===== src/rtl/ifq_pkg.sv =====
package ifq_pkg;

   localparam int BYTE_W = 8;

   typedef enum logic [0:0] {
      BUS_IDLE = 1'b0,
      BUS_WAIT = 1'b1
   } bus_state_e;

endpackage


===== src/rtl/ifq_fetch_ptr.sv =====
module ifq_fetch_ptr #(
   parameter int               SEG_W      = 16,
   parameter int               OFF_W      = 16,
   parameter int               ADDR_W     = 20,
   parameter int               SEG_SHIFT  = 4,
   parameter logic [SEG_W-1:0] RESET_SEG  = '1,
   parameter logic [OFF_W-1:0] RESET_OFF  = '0,
   parameter bit               WIDE_FETCH = 1'b1
) (
   input  logic              clk,
   input  logic              rst_n,
   input  logic              load_i,
   input  logic [SEG_W-1:0]  load_seg_i,
   input  logic [OFF_W-1:0]  load_off_i,
   input  logic              advance_i,
   output logic [ADDR_W-1:0] addr_o,
   output logic              wide_o
);

   localparam int SEG_SPAN = SEG_W + SEG_SHIFT;
   localparam int SUM_W    = ((SEG_SPAN > OFF_W) ? SEG_SPAN : OFF_W) + 1;

   logic [SEG_W-1:0] seg_q;
   logic [OFF_W-1:0] off_q;
   logic [OFF_W-1:0] step;
   logic [SUM_W-1:0] seg_ext;
   logic [SUM_W-1:0] off_ext;
   logic [SUM_W-1:0] lin_sum;

   always_comb begin
      seg_ext = SUM_W'(seg_q) << SEG_SHIFT;
      off_ext = SUM_W'(off_q);
      lin_sum = seg_ext + off_ext;
   end

   assign addr_o = lin_sum[ADDR_W-1:0];

   if (WIDE_FETCH) begin : g_wide
      assign wide_o = ~off_q[0];
   end else begin : g_narrow
      assign wide_o = 1'b0;
   end

   assign step = wide_o ? OFF_W'(2) : OFF_W'(1);

   always_ff @(posedge clk or negedge rst_n) begin
      if (!rst_n) begin
         seg_q <= RESET_SEG;
         off_q <= RESET_OFF;
      end else if (load_i) begin
         seg_q <= load_seg_i;
         off_q <= load_off_i;
      end else if (advance_i) begin
         off_q <= off_q + step;
      end
   end

endmodule


===== src/rtl/ifq_bus_ctrl.sv =====
module ifq_bus_ctrl
   import ifq_pkg::*;
#(
   parameter int DEPTH = 6,
   parameter int CNT_W = 3
) (
   input  logic             clk,
   input  logic             rst_n,
   input  logic             flush_i,
   input  logic [CNT_W-1:0] level_i,
   input  logic             wide_i,
   input  logic             bus_gnt_i,
   input  logic             bus_rvld_i,
   output logic             bus_req_o,
   output logic             advance_o,
   output logic             fill_o,
   output logic             fill_two_o
);

   localparam logic [CNT_W-1:0] ROOM_LIMIT = CNT_W'(DEPTH - 2);

   bus_state_e state_q;
   bus_state_e state_d;
   logic       discard_q;
   logic       discard_d;
   logic       pend_two_q;
   logic       room_ok;

   assign room_ok    = (level_i <= ROOM_LIMIT);
   assign bus_req_o  = (state_q == BUS_IDLE) && room_ok && !flush_i;
   assign advance_o  = bus_req_o && bus_gnt_i;
   assign fill_o     = (state_q == BUS_WAIT) && bus_rvld_i && !discard_q && !flush_i;
   assign fill_two_o = pend_two_q;

   always_comb begin
      state_d   = state_q;
      discard_d = discard_q;
      case (state_q)
         BUS_IDLE: begin
            if (advance_o) begin
               state_d   = BUS_WAIT;
               discard_d = 1'b0;
            end
         end
         BUS_WAIT: begin
            if (bus_rvld_i) begin
               state_d   = BUS_IDLE;
               discard_d = 1'b0;
            end else if (flush_i) begin
               discard_d = 1'b1;
            end
         end
         default: begin
            state_d   = BUS_IDLE;
            discard_d = 1'b0;
         end
      endcase
   end

   always_ff @(posedge clk or negedge rst_n) begin
      if (!rst_n) begin
         state_q    <= BUS_IDLE;
         discard_q  <= 1'b0;
         pend_two_q <= 1'b0;
      end else begin
         state_q   <= state_d;
         discard_q <= discard_d;
         if (advance_o) begin
            pend_two_q <= wide_i;
         end
      end
   end

endmodule


===== src/rtl/ifq_byte_queue.sv =====
module ifq_byte_queue #(
   parameter int  DEPTH  = 6,
   parameter int  BYTE_W = 8,
   localparam int CNT_W  = $clog2(DEPTH + 1),
   localparam int PTR_W  = (DEPTH > 1) ? $clog2(DEPTH) : 1
) (
   input  logic              clk,
   input  logic              rst_n,
   input  logic              flush_i,
   input  logic              push_i,
   input  logic              push_two_i,
   input  logic [BYTE_W-1:0] lo_i,
   input  logic [BYTE_W-1:0] hi_i,
   input  logic              pop_i,
   output logic [BYTE_W-1:0] head_o,
   output logic [CNT_W-1:0]  level_o
);

   logic [PTR_W-1:0]                wr_ptr_q;
   logic [PTR_W-1:0]                rd_ptr_q;
   logic [CNT_W-1:0]                level_q;
   logic [PTR_W-1:0]                wr_ptr_nx1;
   logic [1:0]                      push_cnt;
   logic                            pop_fire;
   logic [DEPTH-1:0][BYTE_W-1:0]    slot_flat;

   function automatic logic [PTR_W-1:0] wrap_add(input logic [PTR_W-1:0] p,
                                                 input logic [1:0] n);
      logic [PTR_W:0] t;
      t = {1'b0, p} + (PTR_W+1)'(n);
      if (t >= (PTR_W+1)'(DEPTH)) begin
         t = t - (PTR_W+1)'(DEPTH);
      end
      return t[PTR_W-1:0];
   endfunction

   assign wr_ptr_nx1 = wrap_add(wr_ptr_q, 2'd1);
   assign push_cnt   = push_i ? (push_two_i ? 2'd2 : 2'd1) : 2'd0;
   assign pop_fire   = pop_i && (level_q != '0);

   for (genvar i = 0; i < DEPTH; i++) begin : g_slot
      logic              hit_lo;
      logic              hit_hi;
      logic [BYTE_W-1:0] byte_q;

      assign hit_lo = push_i && (wr_ptr_q == PTR_W'(i));
      assign hit_hi = push_i && push_two_i && (wr_ptr_nx1 == PTR_W'(i));

      always_ff @(posedge clk or negedge rst_n) begin
         if (!rst_n) begin
            byte_q <= '0;
         end else if (hit_lo) begin
            byte_q <= lo_i;
         end else if (hit_hi) begin
            byte_q <= hi_i;
         end
      end

      assign slot_flat[i] = byte_q;
   end

   always_ff @(posedge clk or negedge rst_n) begin
      if (!rst_n) begin
         wr_ptr_q <= '0;
         rd_ptr_q <= '0;
         level_q  <= '0;
      end else if (flush_i) begin
         wr_ptr_q <= '0;
         rd_ptr_q <= '0;
         level_q  <= '0;
      end else begin
         wr_ptr_q <= wrap_add(wr_ptr_q, push_cnt);
         rd_ptr_q <= wrap_add(rd_ptr_q, {1'b0, pop_fire});
         level_q  <= level_q + CNT_W'(push_cnt) - CNT_W'(pop_fire);
      end
   end

   assign head_o  = slot_flat[rd_ptr_q];
   assign level_o = level_q;

endmodule


===== src/rtl/ifq_prefetch_unit.sv =====
module ifq_prefetch_unit
   import ifq_pkg::*;
#(
   parameter int               QUEUE_DEPTH = 6,
   parameter int               SEG_W       = 16,
   parameter int               OFF_W       = 16,
   parameter int               ADDR_W      = 20,
   parameter int               SEG_SHIFT   = 4,
   parameter int               BUS_W       = 16,
   parameter logic [SEG_W-1:0] RESET_SEG   = 16'hFFFF,
   parameter logic [OFF_W-1:0] RESET_OFF   = 16'h0000
) (
   input  logic              clk,
   input  logic              rst_n,
   input  logic              flush_i,
   input  logic [SEG_W-1:0]  flush_seg_i,
   input  logic [OFF_W-1:0]  flush_off_i,
   output logic              bus_req_o,
   output logic [ADDR_W-1:0] bus_addr_o,
   output logic              bus_wide_o,
   input  logic              bus_gnt_i,
   input  logic              bus_rvld_i,
   input  logic [BUS_W-1:0]  bus_rdata_i,
   output logic              q_valid_o,
   output logic [BYTE_W-1:0] q_data_o,
   input  logic              q_ready_i
);

   localparam int CNT_W      = $clog2(QUEUE_DEPTH + 1);
   localparam bit WIDE_FETCH = (BUS_W == 2 * BYTE_W);

   if (QUEUE_DEPTH < 2) begin : g_bad_depth
      $error("ifq_prefetch_unit: QUEUE_DEPTH must be at least 2");
   end
   if ((BUS_W != BYTE_W) && (BUS_W != 2 * BYTE_W)) begin : g_bad_bus
      $error("ifq_prefetch_unit: BUS_W must be 8 or 16");
   end
   if (ADDR_W > SEG_W + SEG_SHIFT + 1) begin : g_bad_addr
      $error("ifq_prefetch_unit: ADDR_W wider than the segment sum");
   end

   logic              advance;
   logic              fill_en;
   logic              fill_two;
   logic [CNT_W-1:0]  q_level;
   logic [BYTE_W-1:0] lo_byte;
   logic [BYTE_W-1:0] hi_byte;

   assign lo_byte = bus_rdata_i[BYTE_W-1:0];

   if (WIDE_FETCH) begin : g_hi_wide
      assign hi_byte = bus_rdata_i[BUS_W-1:BYTE_W];
   end else begin : g_hi_narrow
      assign hi_byte = '0;
   end

   ifq_fetch_ptr #(
      .SEG_W      (SEG_W),
      .OFF_W      (OFF_W),
      .ADDR_W     (ADDR_W),
      .SEG_SHIFT  (SEG_SHIFT),
      .RESET_SEG  (RESET_SEG),
      .RESET_OFF  (RESET_OFF),
      .WIDE_FETCH (WIDE_FETCH)
   ) i_fetch_ptr (
      .clk        (clk),
      .rst_n      (rst_n),
      .load_i     (flush_i),
      .load_seg_i (flush_seg_i),
      .load_off_i (flush_off_i),
      .advance_i  (advance),
      .addr_o     (bus_addr_o),
      .wide_o     (bus_wide_o)
   );

   ifq_bus_ctrl #(
      .DEPTH (QUEUE_DEPTH),
      .CNT_W (CNT_W)
   ) i_bus_ctrl (
      .clk        (clk),
      .rst_n      (rst_n),
      .flush_i    (flush_i),
      .level_i    (q_level),
      .wide_i     (bus_wide_o),
      .bus_gnt_i  (bus_gnt_i),
      .bus_rvld_i (bus_rvld_i),
      .bus_req_o  (bus_req_o),
      .advance_o  (advance),
      .fill_o     (fill_en),
      .fill_two_o (fill_two)
   );

   ifq_byte_queue #(
      .DEPTH  (QUEUE_DEPTH),
      .BYTE_W (BYTE_W)
   ) i_byte_queue (
      .clk        (clk),
      .rst_n      (rst_n),
      .flush_i    (flush_i),
      .push_i     (fill_en),
      .push_two_i (fill_two),
      .lo_i       (lo_byte),
      .hi_i       (hi_byte),
      .pop_i      (q_ready_i),
      .head_o     (q_data_o),
      .level_o    (q_level)
   );

   assign q_valid_o = (q_level != '0);

endmodule


===== config.mk =====
export PLATFORM = sky130hd
export DESIGN_NAME = ifq_prefetch_unit
export DESIGN_NICKNAME = d
export VERILOG_FILES = /design/src/rtl/ifq_pkg.sv /design/src/rtl/ifq_fetch_ptr.sv /design/src/rtl/ifq_bus_ctrl.sv /design/src/rtl/ifq_byte_queue.sv /design/src/rtl/ifq_prefetch_unit.sv
export SDC_FILE = /design/constraint.sdc
export NUM_CORES = 1
export LEC_CHECK = 0
export ABC_CLOCK_PERIOD_IN_PS = 4300
export BUFFER_PORTS_ARGS = -buffer_cell sky130_fd_sc_hd__buf_2
export CAP_MARGIN = 20
export CORE_MARGIN = 2
export CORE_UTILIZATION = 50
export DETAILED_ROUTE_END_ITERATION = 6
export PLACE_DENSITY = 0.69
export REMOVE_ABC_BUFFERS = 1
export SYNTH_ARGS = -nofsm -noshare
export SYNTH_HDL_FRONTEND = slang
export SYNTH_SLANG_ARGS = --single-unit

===== constraint.sdc =====
create_clock -name clk -period 4.3 [get_ports clk]
set_clock_uncertainty 0.05 [all_clocks]
set_input_delay 0.86 -clock clk [delete_from_list [all_inputs] [get_ports clk]]
set_output_delay 0.86 -clock clk [all_outputs]
set_load 0.01 [all_outputs]

* Word-level counts from Yosys, hierarchy flattened
Cells that the tools add are included.
** Operators by class
- Multiply operators :: 0
- Divide/modulo/power cells :: 0
- Shifts and indexed selects :: 0
- Mux-type cells :: 32
- Reductions and logical operators :: 33
- Bitwise logic cells :: 2
- Magnitude comparators :: 5
- Add/subtract/negate cells :: 10
- Equality and inequality tests :: 12
** Operator list (number)
- $mux 8 :: 13
- $mux 16 :: 2
- $bmux 8 s3 :: 1
- $add 20x16->20 :: 1
- $logic_and 1x1->1 :: 20
- $mux 3 :: 6
- $add 16x16->16 :: 1
- $reduce_bool 2->1 :: 7
- $eq 3x2->1 const B :: 4
- $eq 3x3->1 const B :: 4
- $ge 4x3->1 const B :: 3
- $sub 3x3->3 const B :: 3
- $eq 3x1->1 const B :: 2
- $logic_not 3->1 :: 2
- $mux 2 :: 3
- $mux 1 :: 5
- $add 3x1->4 :: 1
- $add 3x1->4 const B :: 1
- $add 3x2->4 :: 1
- $lt 3x4->1 const B :: 1
- $pmux 1 s2 :: 2
- $add 3x2->3 :: 1
- $le 3x3->1 const B :: 1
- $ne 3x3->1 const B :: 1
- other kinds (6) :: 8
** Storage, ports and cells
- Memories :: 0
- RAM bits :: 0
- Input bits :: 54
- Output and inout bits :: 31
- Memory bits (read-only) :: 0
- Register bits after elaboration :: 92
- Latch bits :: 0

* Logic depth before layout (Yosys ltp)
- Depth in word-level cells :: 8
- Depth in mapped cells :: 11

* Hierarchy
A second synthesis with hierarchy kept.
** Unflattened totals
- Cells, all modules :: 598
- Area, all modules :: 5943.2 um2
** Modules (own cells, without submodules)
- ifq_byte_queue :: seq. area each 1426.4 um2, instances 1, cells an instance 372, area an instance 3643.5 um2
- ifq_fetch_ptr :: seq. area each 820.8 um2, instances 1, cells an instance 212, area an instance 2133.3 um2
- ifq_bus_ctrl :: seq. area each 75.1 um2, instances 1, cells an instance 13, area an instance 160.2 um2
- ifq_prefetch_unit :: seq. area each 0.0 um2, instances 1, cells an instance 1, area an instance 6.3 um2

* Least setup slack after synthesis
Ideal clock, no wire load.
- Kind :: register to output
- From :: register i_fetch_ptr.seg_q[0]
- To :: output port bus_addr_o[16]
- Data required time :: 3.390 ns
- Arrival :: 2.119 ns
- Setup slack :: 1.271 ns
- Stages on the path, launching flop included :: 9
- Cell sequence :: dfstp_2 ha_1 inv_1 fa_1 nor2b_1 o2111ai_1 a311oi_1 o21ai_0 xnor2_1
** Between the ends
- Longest elaborated chain between the ends :: 1
** RTL lines
- from (decl) :: RTL line ifq_fetch_ptr.sv:23 : logic [SEG_W-1:0] seg_q;
- from (signal assigned) :: RTL line ifq_fetch_ptr.sv:51 : seg_q <= load_seg_i;
- $add 20x16->20 :: RTL line ifq_fetch_ptr.sv:33 : lin_sum = seg_ext + off_ext;
- to (decl) :: RTL line ifq_prefetch_unit.sv:19 : output logic [ADDR_W-1:0] bus_addr_o,
Every way passes these cells.

* Worst setup path in the final report
Same ends and word-level chain as after synthesis.

==> results.yml <==
synthesis:
  synth_top_area_share_pct: 33.1
  synth_warnings: 0
  syn-instance-count: 585
  ys_seq_area_share_pct: 40.5
  ys_top_cells_by_area: "dfrtp_1, mux2i_1, dfstp_2"
  synth_ff_type: "dfrtp_1"
  synth.distinct_cells: 56
  yosysTopAreaCell: "dfrtp_1"
  avgSynthCellArea_sq_um: 9.81
  syn_area_sq_um: 5740
  synth_edf_count: 0
  synthArstFlopShare_pct: 100
  ys_ff_latch: 92
route:
  dr_total_vias: 4680
  drtIter0Drc: 243
  drt-pass1-iter-count: 5
  via_per_inst: 5.84
  ant_nets: 0
  totalWireLength_um: 13500
  wl_per_cell_um: 16.9
  post-route-drc-count: 0
power:
  leakagePower_uw: 0.00297
  power_frac_seq_pct: 39.5
  power.total_uw: 3070
  p_switching_uw: 1010
  swShare_pct: 33.0
  internal_power_uw: 2060
  combPwrFrac_pct: 34.5
  clkPwrFrac_pct: 26.0
  powerDensity_nw_per_um2: 471
  vdd_ir_drop_max_v: 0.000259
timing:
  report.final.slew_viol_count: 0
  hold_viol: 0
  final.min_clock_period_ns: 3.72
  fin_crit_sh_pct: 86.6
  slew_headroom_pct: 39.3
  fin_setup_tns_ns: 0
  max_freq_mhz: 269
  holdWs_ns: 0.496
  tightestPinTransition_ns: 0.910
  finalSetupViolations: 0
  fin_ws_ns: 0.577
  rsz0062_at_grt: "no"
clocking:
  post_cts_buffers: 0
  cts.sink_count: 92
  cts_inserted_buffers: 9
  cts-root-buf: "clkbuf_16"
  clockBufferDepth: 2
  cts_tree: "built"
  postCtsResizedCells: 0
  path_clk_slew_ns: 0.06
  ctsHoldBuffers: 0
  clk_latency_ns: 0.34
  htree_num_levels: 3
global_routing:
  grt_max_degree: 65
  grt_overflow: 0
  grt_use_total_pct: 22.7
  antenna_found_initial: 0
  use_met2_pct: 38.4
  grt_pass1_wl_um: 22400
  grt_pass1_vias: 4542
  use_met1_pct: 29.2
  busiest_layer: "met2"
  gr-usage-met3_pct: 4.21
worst_setup_path:
  worst-r2r-setup-slack_ns: 1.69
  r2r-end: "i_byte_queue.g_slot[3].byte_q[4]$_DFFE_PN0P_"
  critPathKind: "reg2out"
  critPathMaxFanout: 3
  cp.arrival_ns: 2.81
  max_stage_delay_ns: 0.53
  path_cells: "ha_1 -> inv_1 -> fa_1 -> nor2b_1 -> o2111ai_1 -> a311oi_1 -> o21ai_0 -> xnor2_1 -> buf_2"
  cp-end-kind: "output pin"
  crit_slowest_cell: "dfstp_2"
  r2r_start: "i_byte_queue.wr_ptr_q[0]$_DFF_PN0_"
  required_ns: 3.39
  critPathBufInv: 2
  reg2reg_depth: 7
  critPathTopFamily: "compound AO/OA/AOI/OAI gates"
  critPathLaunchType: "flop"
die:
  ios: 85
  dieArea_sq_um: 12400
  coreArea_sq_um: 11300
  die-height_um: 111
  initial_utilization_pct: 50.7
  placement_rows: 39
  die_w_um: 111
final_layout:
  layout-drive-gt1-share_pct: 22.8
  diodes: 0
  final_cells: 802
  final_nets: 738
  syn2layout_area_growth_pct: 13.7
min_path:
  min_to: "i_byte_queue.g_slot[3].byte_q[2]$_DFFE_PN0P_"
  hold_path_startpoint: "i_byte_queue.g_slot[3].byte_q[2]$_DFFE_PN0P_"
  worstHoldPathType: "reg2reg"
  hold_path_depth: 2
placed_design:
  dp.cells: 787
  gp_congestion: 0.890
  dp_slack_ns: 0.910
  dp_hpwl_um: 9590
  portBuffers: 84
outcome:
  outcome: "completed"
flow_run:
  cap_violations: 0
==> cell usage in the layout, fill, tap and decap left out, types with 3 or more instances in the layout <==
master | synthesis | final
nor3_1 | 7 | 7
o21ai_1 | 8 | 8
xnor2_1 | 13 | 13
o22ai_1 | 9 | 9
a21oi_1 | 56 | 56
inv_1 | 28 | 28
dfstp_2 | 16 | 16
buf_4 | 6 | 6
nand2b_1 | 7 | 7
dfrtp_1 | 76 | 76
a221o_1 | 7 | 7
a21o_1 | 4 | 4
ha_1 | 26 | 26
mux2_2 | 15 | 15
xor2_1 | 5 | 5
clkbuf_16 | 0 | 9
o21ai_0 | 26 | 26
and4_1 | 3 | 3
fa_1 | 3 | 3
and3_1 | 3 | 3
nand2_1 | 34 | 34
nor2b_1 | 11 | 11
mux4_2 | 8 | 8
nor2_1 | 60 | 60
o311ai_0 | 7 | 7
nand4_1 | 3 | 3
a31oi_1 | 3 | 3
nand3_1 | 20 | 20
buf_2 | 3 | 83
mux2i_1 | 60 | 60
nor3b_1 | 4 | 4
or3_1 | 3 | 3
o211ai_1 | 3 | 3
==> area by class of cell <==
cell class | count | area, sq um
clock buffers | 13 | 260
clock inverters | 2 | 35.0
fillers | 1007 | 4790
inverters | 28 | 105
multi-input cells | 435 | 3170
flip-flops and latches | 92 | 2320
well taps | 143 | 179
repair buffers | 89 | 460
==> cells in the mapped netlist (7+ instances only) <==
| master | n |
|---|---|
| nand2b_1 | 7 |
| nor2b_1 | 11 |
| nand2_1 | 34 |
| nand3_1 | 20 |
| a21oi_1 | 56 |
| mux2_2 | 15 |
| o21ai_0 | 26 |
| nor3_1 | 7 |
| mux4_2 | 8 |
| o311ai_0 | 7 |
| nor2_1 | 60 |
| xnor2_1 | 13 |
| ha_1 | 26 |
| clkbuf_1 | 19 |
| a221o_1 | 7 |
| o22ai_1 | 9 |
| dfrtp_1 | 76 |
| o21ai_1 | 8 |
| dfstp_2 | 16 |
| mux2i_1 | 60 |
| inv_1 | 28 |
==> worst max path at each step <==
stage,from,to,slack (ns),cells past startpoint
6_report,i_fetch_ptr.seg_q[0]$_DFFE_PN1P_,bus_addr_o[16],0.58,9
2_1_floorplan,bus_rvld_i,i_byte_queue.wr_ptr_q[2]$_DFF_PN0_,1.03,9
3_3_place_gp,i_fetch_ptr.seg_q[0]$_DFFE_PN1P_,bus_addr_o[16],1.00,9
5_1_grt,i_fetch_ptr.seg_q[0]$_DFFE_PN1P_,bus_addr_o[16],0.40,9
4_1_cts,i_fetch_ptr.seg_q[0]$_DFFE_PN1P_,bus_addr_o[16],0.54,9
3_5_place_dp,i_fetch_ptr.seg_q[0]$_DFFE_PN1P_,bus_addr_o[16],0.91,9
==> kinds of logic (layout without fill, tap and decap cells) <==
kind of cell             Yosys count  in the layout  share of synthesized area [%]
AO/OA/AOI/OAI                    136            136                           14.2
buffers and inverters             58            132                           4.38
XOR/XNOR                          18             18                           2.75
multiplexers                      83             83                           16.5
AND/OR/NAND/NOR                  169            169                           15.0
adder cells (fa/ha/maj)           29             29                           6.71
flip-flops                        92             92                           40.5
==> worst register-to-register path: cells and delay by family, from the launching register on <==
family | cells | cell delay (ns)
fa+ha+maj | 1 | 0.36
simple gates | 1 | 0.56
compound gates | 3 | 0.52
mux | 1 | 0.28
flops | 1 | 0.58
buf+inv | 1 | 0.12
==> per-stage QoR <==
step | utilization (%) | instance area (sq um)
global placement | 55.1 | 6230
detailed placement | 55.1 | 6230
finish | 57.7 | 6530
floorplan | - | 5590
CTS | 57.7 | 6530
global route | 57.7 | 6530
==> routing by layer <==
metal  vias up  part of all wire [%]
met4         0                   2.0
met2       152                    49
met5         -                     0
met1      2261                    43
li1       2244                     -
met3        23                   5.4
==> flip-flops by register name (all words and copies together) (netlist names) <==
register and flops:
i_bus_ctrl.fill_two_o 1, i_byte_queue.wr_ptr_q 3, i_byte_queue.rd_ptr_q 3, i_bus_ctrl.state_q 1, i_bus_ctrl.discard_q 1, i_fetch_ptr.seg_q 16, i_fetch_ptr.off_q 16, i_byte_queue.g_slot.byte_q 48
i_byte_queue.level_o 3
==> power groups by stage <==
stage / registers, uW / logic [uW] / clock network [uW]
global placement: 1220 / 1040 / 0
detailed placement: 1230 / 1060 / 0
finish: 1210 / 1060 / 800
floorplan: 1180 / 739 / 0
global route: 1240 / 1180 / 857
CTS: 1210 / 1070 / 817
No activity file was read; power rests on OpenSTA's default activity.
